**config.mk**
```make
export PLATFORM = sky130hd
export DESIGN_NAME = dac_cmd_bank
export DESIGN_NICKNAME = d
export VERILOG_FILES = /design/src/rtl/dac_cmd_pkg.sv /design/src/rtl/dac_cmd_decode.sv /design/src/rtl/dac_chan_slice.sv /design/src/rtl/load_pin_sync.sv /design/src/rtl/dac_cmd_bank.sv
export SDC_FILE = /design/constraint.sdc
export NUM_CORES = 1
export LEC_CHECK = 0
export ABC_AREA = 1
export CAP_MARGIN = 10
export CORE_MARGIN = 2
export CORE_UTILIZATION = 55
export DETAILED_ROUTE_END_ITERATION = 8
export DONT_BUFFER_PORTS = 1
export PLACE_DENSITY = 0.7
export SYNTH_ARGS = -nofsm -noshare
export SYNTH_HDL_FRONTEND = slang
export SYNTH_SLANG_ARGS = --single-unit
```
**constraint.sdc**
```tcl
create_clock -name clk -period 3.9 [get_ports clk]
set_input_delay 0.585 -clock clk [delete_from_list [all_inputs] [get_ports clk]]
set_output_delay 0.585 -clock clk [all_outputs]
set_load 0.02 [all_outputs]
```
**src/rtl/dac_cmd_pkg.sv**
```systemverilog
package dac_cmd_pkg;

  localparam int CODE_W  = 16;
  localparam int SEL_W   = 2;
  localparam int MODE_W  = 2;
  localparam int CMD_W   = 22;

  typedef enum logic [1:0] {
    LS_STAGE  = 2'b00,
    LS_ONE    = 2'b01,
    LS_ALL    = 2'b10,
    LS_BCAST  = 2'b11
  } load_sel_e;

  typedef enum logic [1:0] {
    BC_FROM_STAGE = 2'b00,
    BC_DATA_ALL   = 2'b01,
    BC_PWRDN_ALL  = 2'b10,
    BC_SPI_OUT    = 2'b11
  } bcast_op_e;

  typedef struct packed {
    load_sel_e             ls;
    logic                  rd;
    logic [SEL_W-1:0]      sel;
    logic                  pd;
    logic [CODE_W-1:0]     data;
  } cmd_t;

endpackage

```
**src/rtl/dac_cmd_decode.sv**
```systemverilog
module dac_cmd_decode
  import dac_cmd_pkg::*;
#(
  parameter int CH_N = 4
) (
  input  logic                cmd_stb,
  input  logic                addr_hit,
  input  cmd_t                cmd,
  output logic [CH_N-1:0]     wr_stage,
  output logic [CH_N-1:0]     ld_data,
  output logic [CH_N-1:0]     ld_stage,
  output logic [CH_N-1:0]     pd_set,
  output logic [MODE_W-1:0]   pd_mode_new,
  output logic [CODE_W-1:0]   wr_code,
  output logic                spi_wr,
  output logic                spi_val
);

  logic [CH_N-1:0] sel_oh;
  logic            is_read;

  always_comb begin
    for (int i = 0; i < CH_N; i++) begin
      sel_oh[i] = (cmd.sel == SEL_W'(i));
    end
  end

  assign is_read     = cmd.rd && ((cmd.ls == LS_STAGE) || (cmd.ls == LS_ONE));
  assign pd_mode_new = cmd.data[CODE_W-1 -: MODE_W];
  assign wr_code     = cmd.data;

  always_comb begin
    wr_stage = '0;
    ld_data  = '0;
    ld_stage = '0;
    pd_set   = '0;
    spi_wr   = 1'b0;
    spi_val  = 1'b0;
    if (cmd_stb) begin
      if (cmd.ls == LS_BCAST) begin
        case (bcast_op_e'(cmd.sel))
          BC_FROM_STAGE: ld_stage = '1;
          BC_DATA_ALL: begin
            wr_stage = '1;
            ld_data  = '1;
          end
          BC_PWRDN_ALL:  pd_set = '1;
          default: begin
            spi_wr  = 1'b1;
            spi_val = cmd.pd;
          end
        endcase
      end else if (addr_hit && !is_read) begin
        if (cmd.pd) begin
          pd_set = sel_oh;
        end else begin
          wr_stage = sel_oh;
          if (cmd.ls == LS_ONE) begin
            ld_data = sel_oh;
          end else if (cmd.ls == LS_ALL) begin
            ld_data  = sel_oh;
            ld_stage = ~sel_oh;
          end
        end
      end
    end
  end

endmodule

```
**src/rtl/dac_chan_slice.sv**
```systemverilog
module dac_chan_slice
  import dac_cmd_pkg::*;
(
  input  logic                clk,
  input  logic                rst_n,
  input  logic                wr_stage,
  input  logic                ld_data,
  input  logic                ld_stage,
  input  logic                pd_set,
  input  logic [MODE_W-1:0]   pd_mode_new,
  input  logic [CODE_W-1:0]   wr_code,
  input  logic                load_copy,
  output logic [CODE_W-1:0]   stage_q,
  output logic [CODE_W-1:0]   live_q,
  output logic                pd_q,
  output logic [MODE_W-1:0]   mode_q
);

  logic [CODE_W-1:0] stage_d;
  logic [CODE_W-1:0] live_d;
  logic              pd_d;
  logic [MODE_W-1:0] mode_d;

  always_comb begin
    stage_d = wr_stage ? wr_code : stage_q;
    live_d  = live_q;
    pd_d    = pd_q;
    mode_d  = pd_set ? pd_mode_new : mode_q;
    if (pd_set) begin
      pd_d = 1'b1;
    end
    if (ld_data) begin
      live_d = wr_code;
      pd_d   = 1'b0;
    end else if (ld_stage) begin
      live_d = stage_q;
      pd_d   = 1'b0;
    end
    // the hardware load acts after the command of the same cycle
    if (load_copy) begin
      live_d = stage_d;
      pd_d   = 1'b0;
    end
  end

  always_ff @(posedge clk or negedge rst_n) begin
    if (!rst_n) begin
      stage_q <= '0;
      live_q  <= '0;
      pd_q    <= 1'b0;
      mode_q  <= '0;
    end else begin
      stage_q <= stage_d;
      live_q  <= live_d;
      pd_q    <= pd_d;
      mode_q  <= mode_d;
    end
  end

endmodule

```
**src/rtl/load_pin_sync.sv**
```systemverilog
module load_pin_sync #(
  parameter int STAGES = 2
) (
  input  logic clk,
  input  logic rst_n,
  input  logic pin,
  output logic rise
);

  logic [STAGES-1:0] sync_q;
  logic [STAGES-1:0] sync_d;
  logic              prev_q;

  always_comb begin
    sync_d = {sync_q[STAGES-2:0], pin};
  end

  always_ff @(posedge clk or negedge rst_n) begin
    if (!rst_n) begin
      sync_q <= '0;
      prev_q <= 1'b0;
    end else begin
      sync_q <= sync_d;
      prev_q <= sync_q[STAGES-1];
    end
  end

  assign rise = sync_q[STAGES-1] & ~prev_q;

endmodule

```
**src/rtl/dac_cmd_bank.sv**
```systemverilog
module dac_cmd_bank
  import dac_cmd_pkg::*;
#(
  parameter int CH_N        = 4,
  parameter int SYNC_STAGES = 2
) (
  input  logic                      clk,
  input  logic                      rst_n,
  input  logic [CMD_W-1:0]          cmd_word,
  input  logic                      cmd_stb,
  input  logic                      addr_hit,
  input  logic                      hdr_stb,
  input  logic                      load_pin,
  output logic [CH_N*CODE_W-1:0]    act_code,
  output logic [CH_N-1:0]           pd_on,
  output logic [CH_N*MODE_W-1:0]    pd_mode,
  output logic                      spi_out_en,
  output logic [CODE_W-1:0]         rd_data
);

  cmd_t                cmd;
  logic [CH_N-1:0]     wr_stage;
  logic [CH_N-1:0]     ld_data;
  logic [CH_N-1:0]     ld_stage;
  logic [CH_N-1:0]     pd_set;
  logic [MODE_W-1:0]   pd_mode_new;
  logic [CODE_W-1:0]   wr_code;
  logic                spi_wr;
  logic                spi_val;
  logic                load_edge;
  logic [CODE_W-1:0]   live_arr [CH_N];
  logic [CH_N*CODE_W-1:0] stage_flat;
  logic                spi_d;
  logic [CODE_W-1:0]   rd_d;

  assign cmd = cmd_t'(cmd_word);

  dac_cmd_decode #(.CH_N(CH_N)) u_dec (
    .cmd_stb     (cmd_stb),
    .addr_hit    (addr_hit),
    .cmd         (cmd),
    .wr_stage    (wr_stage),
    .ld_data     (ld_data),
    .ld_stage    (ld_stage),
    .pd_set      (pd_set),
    .pd_mode_new (pd_mode_new),
    .wr_code     (wr_code),
    .spi_wr      (spi_wr),
    .spi_val     (spi_val)
  );

  load_pin_sync #(.STAGES(SYNC_STAGES)) u_sync (
    .clk   (clk),
    .rst_n (rst_n),
    .pin   (load_pin),
    .rise  (load_edge)
  );

  for (genvar g = 0; g < CH_N; g++) begin : g_ch
    dac_chan_slice u_slice (
      .clk         (clk),
      .rst_n       (rst_n),
      .wr_stage    (wr_stage[g]),
      .ld_data     (ld_data[g]),
      .ld_stage    (ld_stage[g]),
      .pd_set      (pd_set[g]),
      .pd_mode_new (pd_mode_new),
      .wr_code     (wr_code),
      .load_copy   (load_edge),
      .stage_q     (stage_flat[g*CODE_W +: CODE_W]),
      .live_q      (live_arr[g]),
      .pd_q        (pd_on[g]),
      .mode_q      (pd_mode[g*MODE_W +: MODE_W])
    );
    assign act_code[g*CODE_W +: CODE_W] = live_arr[g];
  end

  always_comb begin
    spi_d = spi_wr ? spi_val : spi_out_en;
    rd_d  = hdr_stb ? live_arr[cmd.sel] : rd_data;
  end

  always_ff @(posedge clk or negedge rst_n) begin
    if (!rst_n) begin
      spi_out_en <= 1'b0;
      rd_data    <= '0;
    end else begin
      spi_out_en <= spi_d;
      rd_data    <= rd_d;
    end
  end

endmodule

```
# Word-level counts from Yosys, hierarchy flattened
# Cells that the tools add are included.
# totals
romBits	0
mem_bits_rw	0
inputBits	28
n_memories	0
out_inout_bits	93
latchBits	0
register_bits	160
wordCells	110
# classes
bitwise_logic	4
multipliers	0
n_lt_le_gt_ge	1
n_addsub	0
div_mod_pow	0
n_shift	0
reduce_logical	15
muxes	64
eq_ne	6
# ops
operator	count
$mux W16	18
$mux W4	23
$bmux W16 S2	1
$mux W1	22
$reduce_bool A4 Y1	4
$reduce_bool A3 Y1	4
$eq A2 B2 Y1 const B	4
$eq A2 B1 Y1 const B	2
$logic_not A2 Y1	2
$not A4 Y4	1
$ge A3 B3 Y1 const B	1
$not A2 Y3	1
$reduce_or A3 Y1	1
$logic_and A1 B1 Y1	2
$and A1 B1 Y1	1
$logic_not A1 Y1	1
$logic_or A1 B1 Y1	1
$not A1 Y1	1

# Logic depth before layout (Yosys ltp)
# Gate-level depths: netlist (run 1).
# logic_depth
word_depth	12
mapped_depth	11
mapped_depth_nobuf	10

# Cells and area by module
# A second synthesis (run 1) with hierarchy kept.
# unflattened
cells_unflattened	1227
hier_area_um2	8929.8
# by_module_without_submodules
mod	seq_area_each_um2	n_inst	area_each_um2	cells_per_inst
dac_chan_slice	875.8	4	1746.7	221
dac_cmd_bank	425.4	1	1470.2	258
dac_cmd_decode	0.0	1	387.9	80
load_pin_sync	75.1	1	85.1	5

# Worst setup path after synthesis (run 1)
# Ideal clock, no wire load.
# synth_timing
kind	input-to-reg
start	in cmd_word[20]
end	reg g_ch[1].u_slice.live_q[10]
slack_ns	2.121
t_arrival_ns	1.661
setup_time_ns	0.117
required_time_ns	3.783
path_buffers	3
cell_stages	8
cell_sequence	or2_2 buf_4 buf_2 clkbuf_1 nand4_1 nand3_1 nand3_1 nand2_1
# synth_via
elab_chain_cells	10
elab_cells_between_ends	27
classes_between	3 x eq/ne; 18 x mux; 6 x reduce/logical
# synth_lines
item	line	text
start, declared	dac_cmd_bank.sv:9	input logic [CMD_W-1:0] cmd_word,
parallel branches: the longest is 10 deep, another holds $mux W16	--	
end signal, assigned	dac_chan_slice.sv:54	live_q <= live_d;
end, declared	dac_chan_slice.sv:14	output logic [CODE_W-1:0] live_q,
# Parallel ways; which one is timed is not known.
# A chain may end at the register's enable or synchronous reset.

# Worst setup path after layout (run 1)
# layout_timing
start	in cmd_word[21]
end	reg g_ch[0].u_slice.live_q[5]
# layout_via
elab_chain_cells	10
elab_cells_between_ends	27
classes_between	3 x eq/ne; 18 x mux; 6 x reduce/logical
# layout_lines
item	line
parallel branches: the longest is 10 deep, another holds $mux W16	--
end signal, assigned	dac_chan_slice.sv:54
end, declared	dac_chan_slice.sv:14
# Parallel ways; which one is timed is not known.

==> impl_metrics.csv, run 1 <==
group,metric,value,unit
outcome,status,"finished with violations",
outcome,violations,"hold timing",
floorplan,rows,45,
timing,tightest_slew,783.8,ps
cells_and_area,final_util,58.90,%
critical_path,critPathMaxStageDelay,590,ps
route,wl,27310,um
floorplan,io_pins,121,
synth,syn-cell-area,0.008523,mm2
clock_network,cts_tree,"built",
placed_design,portBuffers,0,
synth,yosys.area.top_type_share,46.98,%
route,drc_errors,0,
global_routing,antenna_found_initial,1,
timing,layout_min_cycle_time,2304,ps
power,peakVddDrop,367.3,uV
floorplan,fp.dieW,128.5,um
clock_network,cts_resized,0,
clock_network,h-tree-depth,4,
cells_and_area,areaGrowthSynthToFinish,4.668,%
synth,ys_seq_elements,160,
synth,synth_area_leaders,"dfrtp_1 47%, nand3_1 15%, nand2_1 14%",
power,p_comb_share,17.3,%
power,power.share.switching,37.10,%
power,leakage,4.316,nW
critical_path,crit_path_max_fanout,61,
critical_path,timing.critical_path.mode_cell,"nand2_1",
floorplan,dieArea,0.01651,mm2
synth,synth_top_area_cell,"dfrtp_1",
clock_network,clkTransAtPathRegs,60,ps
clock_network,insertion_delay,430,ps
route,drt_iter0_drc,1242,
synth,synth_compound_area_share,4.654,%
worst_hold_path,hold_class,"in -> async",
clock_network,clockBufferDepth,2,
clock_network,clock-root-buffer,"clkbuf_16",
synth,synthesis.nets,1101,
critical_path,worstPathCellList,"nand2_1 > nand2_4 > buf_4 > nand2_2 > nand2_1 > nand3_1 > nand3_1 > nand2_1",
floorplan,fp.dieH,128.5,um
power,pwr-share-clk,31.1,%
timing,setup_violations,0,
global_routing,grt_max_degree,161,
critical_path,worstRegToRegCells,8,
global_routing,overflow,0,
synth,synth_top_family_by_area,"simple AND/OR/NAND/NOR gates",
synth,yosysUniqueCellTypes,27,
critical_path,rr_endpoint,"g_ch[2].u_slice.live_q[5]$_DFFE_PN0P_",
critical_path,ff2ff_setup_slack,1950,ps
route,wire_per_inst,22.61,um
critical_path,critPathCaptureType,"register",
synth,avgSynthCellArea,7.943,um2
clock_network,cts_sinks,160,
synth,synth_top_cells_by_count,"318 x nand2_1, 262 x nand3_1, 160 x dfrtp_1",
placed_design,place_worst_setup_slack,1264,ps
synth,synthAdderAreaFrac,0,%
cells_and_area,drive_above_1_share,8.431,%
route,via_count,7918,
clock_network,numCtsBuffers,17,
floorplan,core_area,0.01515,mm2
cells_and_area,antenna_cells,0,
placed_design,dp_hpwl,17860,um
cells_and_area,fillers,1356,
route,ant_nets,0,
timing,finalCritPeriodShare,59.09,%
synth,synth_edf_count,0,
critical_path,r2r-start,"u_sync.sync_q[1]$_DFF_PN0_",
timing,whs,-149.5,ps
global_routing,grt_pass1_vias,7029,
clock_network,cts_setup_buffers,0,
timing,relSlewSlack,47.75,%
synth,yosysWarnings,0,
synth,synth_simple_gate_area_share,40.60,%
critical_path,crit_required,4220,ps
route,vias_per_cell,6.555,
synth,synthXorXnorAreaFrac,0,%
cells_and_area,nets,1036,
power,switchingPower,1.975,mW
critical_path,start_kind,"input port",
power,seqPwrFrac,51.6,%
timing,drv_slew,0,
synth,yosysSeqAreaShare,46.98,%
timing,fmax,434.0,MHz
critical_path,path_class,"in -> reg",
timing,rsz0062_at_grt,"no",
synth,synthMuxAreaShare,0,%
synth,synth-async-reset-ratio,100.0,%
run,maxCapViolCount,0,
synth,synthFlopType,"dfrtp_1",
timing,final-hold-violation-count,160,
timing,final.setup.tns,0,ps
power,p_per_area,596.8,mW/mm2
power,internal-power,3.349,mW
timing,timing.final.ws_setup,1596,ps
global_routing,track_usage,33.77,%
critical_path,arrival,2620,ps
critical_path,crit_slowest_cell,"buf_4",
synth,synthCells,1073,
placed_design,gp_congestion,0.9157,
cells_and_area,fin_area,0.008921,mm2
global_routing,grt_pass1_wl,42110,um
timing,finClkSkew,6.024,ps
route,dr.pass1.iters,5,
placed_design,placed_area,0.008342,mm2
floorplan,initial_core_util,56.27,%
synth,yosysMostFrequentCell,"nand2_1",
how the worst max path moves through the flow:
stage	start	endpoint	slack [ps]
after floorplan	cmd_word[20]	g_ch[1].u_slice.live_q[10]$_DFFE_PN0P_	2120
after global placement	cmd_word[21]	g_ch[0].u_slice.live_q[10]$_DFFE_PN0P_	1320
after detailed placement	cmd_word[21]	g_ch[0].u_slice.live_q[13]$_DFFE_PN0P_	1260
after CTS	cmd_word[21]	g_ch[0].u_slice.live_q[5]$_DFFE_PN0P_	1690
after global routing	cmd_word[21]	g_ch[0].u_slice.live_q[8]$_DFFE_PN0P_	1440
final	cmd_word[21]	g_ch[0].u_slice.live_q[5]$_DFFE_PN0P_	1600
power groups by stage:
stage               combinational, mW  clock, mW  sequential [mW]
floorplan                       0.793          0             2.59
global placement                0.890          0             2.75
detailed placement              0.910          0             2.76
finish                          0.922       1.65             2.75
CTS                             0.914       1.67             2.73
global route                     1.06       1.73             2.79
state kept, by name, indices dropped and copies added (netlist names):
register	flops
g_ch.u_slice.pd_q	4
g_ch.u_slice.live_q	64
spi_out_en	1
u_sync.sync_q	2
rd_data	16
g_ch.u_slice.mode_q	8
g_ch.u_slice.stage_q	64
u_sync.prev_q	1
worst max-delay path, delay by kind of cell:
| kind | cells | cell delay, ps |
|---|---|---|
| buffers and inverters | 1 | 590 |
| AND/OR/NAND/NOR | 7 | 1430 |
kinds of logic (layout without fill, tap and decap cells):
kind of cell	Yosys count	in the layout
buf+inv	127	74
compound gates	57	57
simple gates	729	729
flops	160	160
final cells by class:
cell class	count	area, um2	area share (%)
well taps	188	235.2	2.637
multi-input cells	786	3865	43.32
clock buffers	18	439.2	4.923
clock inverters	13	140.1	1.571
inverters	23	87.58	0.9818
repair buffers	20	150.1	1.683
flip-flops and latches	160	4004	44.88
cells in the final DEF (no fill, tap or decap), drive strengths merged:
cell type | Yosys | routed
nand2 | 326 | 326
nand3 | 271 | 271
dfrtp | 160 | 160
nand4 | 112 | 112
inv | 23 | 23
a22oi | 20 | 20
buf | 66 | 20
nor2 | 19 | 19
clkbuf | 38 | 18
o21ai | 14 | 14
a41oi | 13 | 13
clkinv | 0 | 7
a31oi | 5 | 5
a21oi | 4 | 4
clkinvlp | 0 | 4
bufinv | 0 | 2
or2 | 1 | 1
o211ai | 1 | 1
metrics by stage:
stage / power, mW / std cells
6_report: 5.324 / 1208
5_1_grt: 5.579 / 1208
4_1_cts: 5.318 / 1208
3_5_place_dp: 3.670 / 1177
3_3_place_gp: 3.644 / 1177
2_1_floorplan: 3.386 / 1073
layer usage:
| layer | vias to the layer above | share of wire [%] | global-route usage, % | wire [um] |
|---|---|---|---|---|
| li1 | 3613 | - | - | - |
| met1 | 3768 | 41 | 49.23 | 11230 |
| met2 | 484 | 41 | 44.96 | 11250 |
| met3 | 53 | 14 | 13.26 | 3877 |
| met4 | 0 | 3.5 | 13.12 | 946 |
| met5 | - | 0 | 0 | 0 |
Power figures use the tool's default switching activity.
==> run 2, diff against run 1 <==
==> constraint.sdc (replaced) <==
create_clock -name clk -period 2.3 [get_ports clk]
set_input_delay 0.345 -clock clk [delete_from_list [all_inputs] [get_ports clk]]
set_output_delay 0.345 -clock clk [all_outputs]
set_load 0.02 [all_outputs]
==> run 2 against run 1 <==
  * The flow still finishes with violations (hold timing)
  * Register-to-register slack got worse by 1500 ps
  * Die area unchanged
  * Wire length decreased by 0.54%
  * Setup slack got worse by 1200 ps
  * Sequential power increased by 68%
  * Power increased by 68%
  * Final area increased by 0.79%
  * Non-clock buffer count increased by 7
  * Combinational power increased by 75%
  * Critical path depth decreased by 2
  * Via count increased by 2.0%
  * Critical endpoint is now g_ch[0].u_slice.live_q[11]$_DFFE_PN0P_
  * Largest power group unchanged
==> impl_metrics.csv, run 2 (synthesized netlist as in run 1, its figures left out) <==
group,metric,value,unit
floorplan,initial_core_util,56.27,%
critical_path,cp_num_cells,6,
route,ant_nets,0,
timing,relSlewSlack,48.72,%
floorplan,core_area,0.01515,mm2
timing,tightest_slew,769.2,ps
route,wire_per_inst,22.34,um
clock_network,cts_tree,"built",
critical_path,crit_path_end,"g_ch[0].u_slice.live_q[11]$_DFFE_PN0P_",
placed_design,portBuffers,0,
timing,final-hold-violation-count,160,
critical_path,rr_endpoint,"g_ch[0].u_slice.live_q[11]$_DFFE_PN0P_",
critical_path,r2r-start,"u_sync.sync_q[1]$_DFF_PN0_",
global_routing,grt_max_degree,161,
power,p_per_area,994.4,mW/mm2
global_routing,overflow,0,
cells_and_area,final_common_cell,"nand2_1",
clock_network,clock-root-buffer,"clkbuf_16",
critical_path,critPathBufInv,2,
clock_network,holdBufCountCts,1,
clock_network,numCtsBuffers,17,
critical_path,crit_slowest_cell,"nand3_2",
timing,setup_violations,0,
timing,finalCritPeriodShare,82.14,%
critical_path,critPathCaptureType,"register",
global_routing,grt_pass1_wl,41210,um
clock_network,clkTransAtPathRegs,70,ps
critical_path,worstPathCellList,"inv_1 > nor2_4 > clkinv_2 > nand3_2 > nand3_1 > nand2_1",
timing,drv_slew,0,
timing,layout_min_cycle_time,1889,ps
outcome,violations,"hold timing",
worst_hold_path,hold_class,"in -> async",
clock_network,insertion_delay,440,ps
cells_and_area,drive_above_1_share,8.949,%
timing,fmax,529.3,MHz
critical_path,worstRegToRegCells,6,
clock_network,clockBufferDepth,2,
clock_network,cts_sinks,160,
floorplan,dieArea,0.01651,mm2
global_routing,grt_pass1_vias,6962,
critical_path,path_class,"reg -> reg",
power,leakage,4.350,nW
critical_path,critical-path-top-delay-family,"simple AND/OR/NAND/NOR gates",
cells_and_area,areaGrowthSynthToFinish,5.490,%
route,drc_errors,0,
route,dr.pass1.iters,5,
timing,finClkSkew,8.541,ps
cells_and_area,layout_common_cells,"318 x nand2_1, 262 x nand3_1, 160 x dfrtp_1",
floorplan,io_pins,121,
floorplan,rows,45,
clock_network,h-tree-depth,4,
timing,rsz0062_at_grt,"no",
floorplan,fp.dieW,128.5,um
placed_design,place_worst_setup_slack,323.4,ps
route,vias_per_cell,6.639,
critical_path,crit_required,2620,ps
route,via_count,8073,
cells_and_area,nets,1043,
placed_design,dpl.cell_count,1183,
global_routing,track_usage,32.94,%
placed_design,dp_hpwl,17810,um
critical_path,start_kind,"register",
critical_path,crit_path_max_fanout,25,
run,maxCapViolCount,0,
cells_and_area,fin_cells,1216,
critical_path,arrival,2210,ps
route,drt_iter0_drc,1264,
critical_path,ff2ff_setup_slack,410,ps
cells_and_area,antenna_cells,0,
timing,whs,-401.6,ps
cells_and_area,reg_top3,"g_ch.u_slice.live_q x64, g_ch.u_slice.stage_q x64, rd_data x16",
route,wl,27160,um
critical_path,critPathMaxStageDelay,480,ps
outcome,status,"finished with violations",
timing,timing.final.ws_setup,410.7,ps
power,power,8.940,mW
global_routing,antenna_found_initial,0,
timing,final.setup.tns,0,ps
critical_path,startpoint,"u_sync.sync_q[1]$_DFF_PN0_",
placed_design,gp_congestion,0.8676,
floorplan,fp.dieH,128.5,um
power,peakVddDrop,572.5,uV
==> run 2: changes by cell type in the layout (fill, tap and decap cells not counted), sizes merged <==
| cell | previous run | this run |
|---|---|---|
| inv | 23 | 27 |
| clkinv | 7 | 4 |
| clkbuf | 18 | 20 |
| dlygate4sd3 | 0 | 1 |
| bufinv | 2 | 0 |
| buf | 20 | 26 |
==> run 2: area by class of cell <==
type / instances / area, um2
Clock buffer: 20 / 456.7
Clock inverter: 12 / 100.1
Fill cell: 1376 / 6155
Inverter: 23 / 87.58
Multi-Input combinational cell: 786 / 3865
Sequential cell: 160 / 4004
Tap cell: 188 / 235.2
Timing Repair Buffer: 27 / 242.7
==> run 2: routing by layer <==
layer / track usage (%) / share of wire [%]
met5: 0 / 0
met1: 51.22 / 43
met3: 8.607 / 12
met2: 44.93 / 42
met4: 9.696 / 1.9
==> run 2: worst min-delay path by stage <==
stage,from,endpoint,slack (ps)
6_report,rst_n,g_ch[3].u_slice.mode_q[0]$_DFFE_PN0P_,-400
5_1_grt,rst_n,g_ch[2].u_slice.mode_q[0]$_DFFE_PN0P_,-420
4_1_cts,rst_n,g_ch[2].u_slice.mode_q[0]$_DFFE_PN0P_,-410
3_5_place_dp,rst_n,g_ch[3].u_slice.mode_q[0]$_DFFE_PN0P_,50
3_3_place_gp,rst_n,g_ch[3].u_slice.mode_q[0]$_DFFE_PN0P_,50
2_1_floorplan,rst_n,g_ch[0].u_slice.live_q[0]$_DFFE_PN0P_,50
==> run 2: power by group <==
part           leakage (nW)  internal (mW)  switching (mW)
Clock                 0.261           1.46            1.24
Sequential             2.00           3.48            1.14
Combinational          2.09          0.595            1.02
==> run 2: what timing repair did <==
action / 4_1_cts / 5_1_grt
setup buffers: 0 / 0
hold endpoints to repair: 161 / 160
resized for setup: 0 / 0
==> run 2: stage by stage <==
stage          instance area [um2]  utilization, %
3_5_place_dp                  8424           55.62
5_1_grt                       8991           59.36
6_report                      8991           59.36
2_1_floorplan                 8523               -
3_3_place_gp                  8424           55.62
4_1_cts                       8991           59.36
==> run 3, diff against run 2 <==
==> constraint.sdc (replaced) <==
create_clock -name clk -period 2 [get_ports clk]
set_input_delay 0.3 -clock clk [delete_from_list [all_inputs] [get_ports clk]]
set_output_delay 0.3 -clock clk [all_outputs]
set_load 0.02 [all_outputs]
==> run 3 against run 2 <==
  * Power grew 18%
  * Sequential share of layout area down 0.68 points
  * The flow still finishes with violations (hold timing)
  * Wire length increased by 0.41%
==> impl_metrics.csv, run 3 (synthesized netlist as in run 1, its figures left out) <==
group,metric,value,unit
critical_path,crit_path_max_fanout,18,
critical_path,path_class,"reg -> reg",
critical_path,critPathCaptureType,"register",
cells_and_area,reg_top3,"g_ch.u_slice.live_q x64, g_ch.u_slice.stage_q x64, rd_data x16",
floorplan,core_area,0.01515,mm2
power,internal-power,6.622,mW
critical_path,ff2ff_setup_slack,290,ps
route,drt_iter0_drc,1227,
power,p_comb_share,17.7,%
placed_design,dpl.cell_count,1189,
cells_and_area,layout_common_cells,"318 x nand2_1, 262 x nand3_1, 160 x dfrtp_1",
critical_path,worstPathCellList,"nor2_4 > clkinv_2 > nand3_4 > inv_2 > nand2_1 > nand2_1",
critical_path,timing.critical_path.mode_cell,"nand2_1",
cells_and_area,fin_cells,1224,
floorplan,fp.dieW,128.5,um
cells_and_area,final_util,60.28,%
critical_path,start_kind,"register",
cells_and_area,final_common_cell,"nand2_1",
cells_and_area,areaGrowthSynthToFinish,7.120,%
placed_design,placed_area,0.008494,mm2
floorplan,dieArea,0.01651,mm2
global_routing,grt_max_degree,161,
route,vias_per_cell,6.499,
outcome,status,"finished with violations",
clock_network,cts_tree,"built",
timing,finClkSkew,7.629,ps
floorplan,initial_core_util,56.27,%
cells_and_area,nets,1051,
power,leakage,4.428,nW
critical_path,critical-path-top-delay-family,"simple AND/OR/NAND/NOR gates",
route,wire_per_inst,22.28,um
cells_and_area,multi_input_area,0.003865,mm2
cells_and_area,fin_area,0.009130,mm2
critical_path,critPathBufInv,2,
power,power.share.switching,37.45,%
global_routing,track_usage,33.56,%
timing,final.setup.tns,0,ps
global_routing,antenna_found_initial,0,
placed_design,portBuffers,0,
clock_network,clkTransAtPathRegs,70,ps
route,dr.pass1.iters,5,
run,maxCapViolCount,0,
global_routing,grt_pass1_vias,6990,
power,switchingPower,3.965,mW
clock_network,insertion_delay,440,ps
power,pwr-share-clk,31.9,%
placed_design,dp_hpwl,17840,um
critical_path,critPathMaxStageDelay,400,ps
clock_network,clockBufferDepth,2,
route,via_count,7955,
timing,tightest_slew,595.6,ps
route,drc_errors,0,
clock_network,clock-root-buffer,"clkbuf_16",
cells_and_area,antenna_cells,0,
clock_network,cts_sinks,160,
route,wl,27270,um
floorplan,io_pins,121,
cells_and_area,regArea,0.004004,mm2
timing,rsz0062_at_grt,"no",
timing,timing.final.ws_setup,288.0,ps
outcome,violations,"hold timing",
critical_path,crit_slowest_cell,"dfrtp_1",
timing,relSlewSlack,60.16,%
timing,layout_min_cycle_time,1712,ps
clock_network,cts_resized,0,
timing,fmax,584.1,MHz
global_routing,overflow,0,
floorplan,fp.dieH,128.5,um
placed_design,gp_congestion,0.9683,
power,p_per_area,1160,mW/mm2
clock_network,numCtsBuffers,17,
floorplan,rows,45,
clock_network,holdBufCountCts,3,
worst_hold_path,hold_class,"in -> async",
clock_network,cts_setup_buffers,0,
global_routing,grt_pass1_wl,41520,um
placed_design,place_worst_setup_slack,141.5,ps
timing,whs,-449.4,ps
power,peakVddDrop,711.6,uV
timing,drv_slew,0,
timing,setup_violations,0,
cells_and_area,drive_above_1_share,9.556,%
timing,final-hold-violation-count,160,
critical_path,arrival,2030,ps
clock_network,h-tree-depth,4,
timing,finalCritPeriodShare,85.60,%
route,ant_nets,0,
critical_path,crit_required,2320,ps
power,seqPwrFrac,50.3,%
cells_and_area,fillers,1309,
## run 3: changes by cell type in the layout (fill, tap and decap cells not counted), sizes merged
cell / delta
clkbuf: -2
bufinv: +2
buf: +6
inv: +4
clkinv: -1
dlygate4sd3: +2
clkinvlp: -3
## run 3: path summary, 6_finish.rpt
| path | start | end | cells after the start |
|---|---|---|---|
| max reg2reg | u_sync.prev_q$_DFF_PN0_ | g_ch[2].u_slice.live_q[5]$_DFFE_PN0P_ | 6 |
| max in group asynchronous | rst_n | g_ch[1].u_slice.stage_q[8]$_DFF_PN0_ | 0 |
| max | u_sync.prev_q$_DFF_PN0_ | g_ch[2].u_slice.live_q[5]$_DFFE_PN0P_ | 6 |
| min in group clk | hdr_stb | rd_data[2]$_DFFE_PN0P_ | 2 |
| min reg2reg | u_sync.sync_q[0]$_DFF_PN0_ | u_sync.sync_q[1]$_DFF_PN0_ | 0 |
| min | rst_n | g_ch[3].u_slice.mode_q[0]$_DFFE_PN0P_ | 0 |
## run 3: routing by layer
| layer | vias to the layer above | track usage [%] | part of all wire [%] |
|---|---|---|---|
| met3 | 43 | 13.06 | 14 |
| met4 | 0 | 9.438 | 2.3 |
| met1 | 3754 | 49.90 | 41 |
| met2 | 506 | 45.46 | 42 |
| met5 | - | 0 | 0 |
| li1 | 3652 | - | - |
## run 3: through the flow
stage / power [mW] / hold WS, ps
6_report: 10.59 / -449.4
5_1_grt: 11.08 / -465.9
4_1_cts: 10.57 / -457.4
3_5_place_dp: 7.188 / 7.575
3_3_place_gp: 7.145 / 7.493
2_1_floorplan: 6.602 / 4.409
## run 3: final cells by class
type                            count  share of cell area [%]
Sequential cell                   160                   43.85
Multi-Input combinational cell    786                   42.33
Clock buffer                       18                   4.810
Timing Repair Buffer               35                   3.645
Tap cell                          188                   2.576
Clock inverter                     14                   1.823
Inverter                           23                  0.9593
## run 3: power groups by stage
stage               logic (mW)  registers [mW]  clock network, mW
finish                    1.88            5.33               3.38
global route              2.15            5.41               3.52
CTS                       1.86            5.30               3.41
detailed placement        1.83            5.35                  0
global placement          1.80            5.35                  0
floorplan                 1.55            5.06                  0
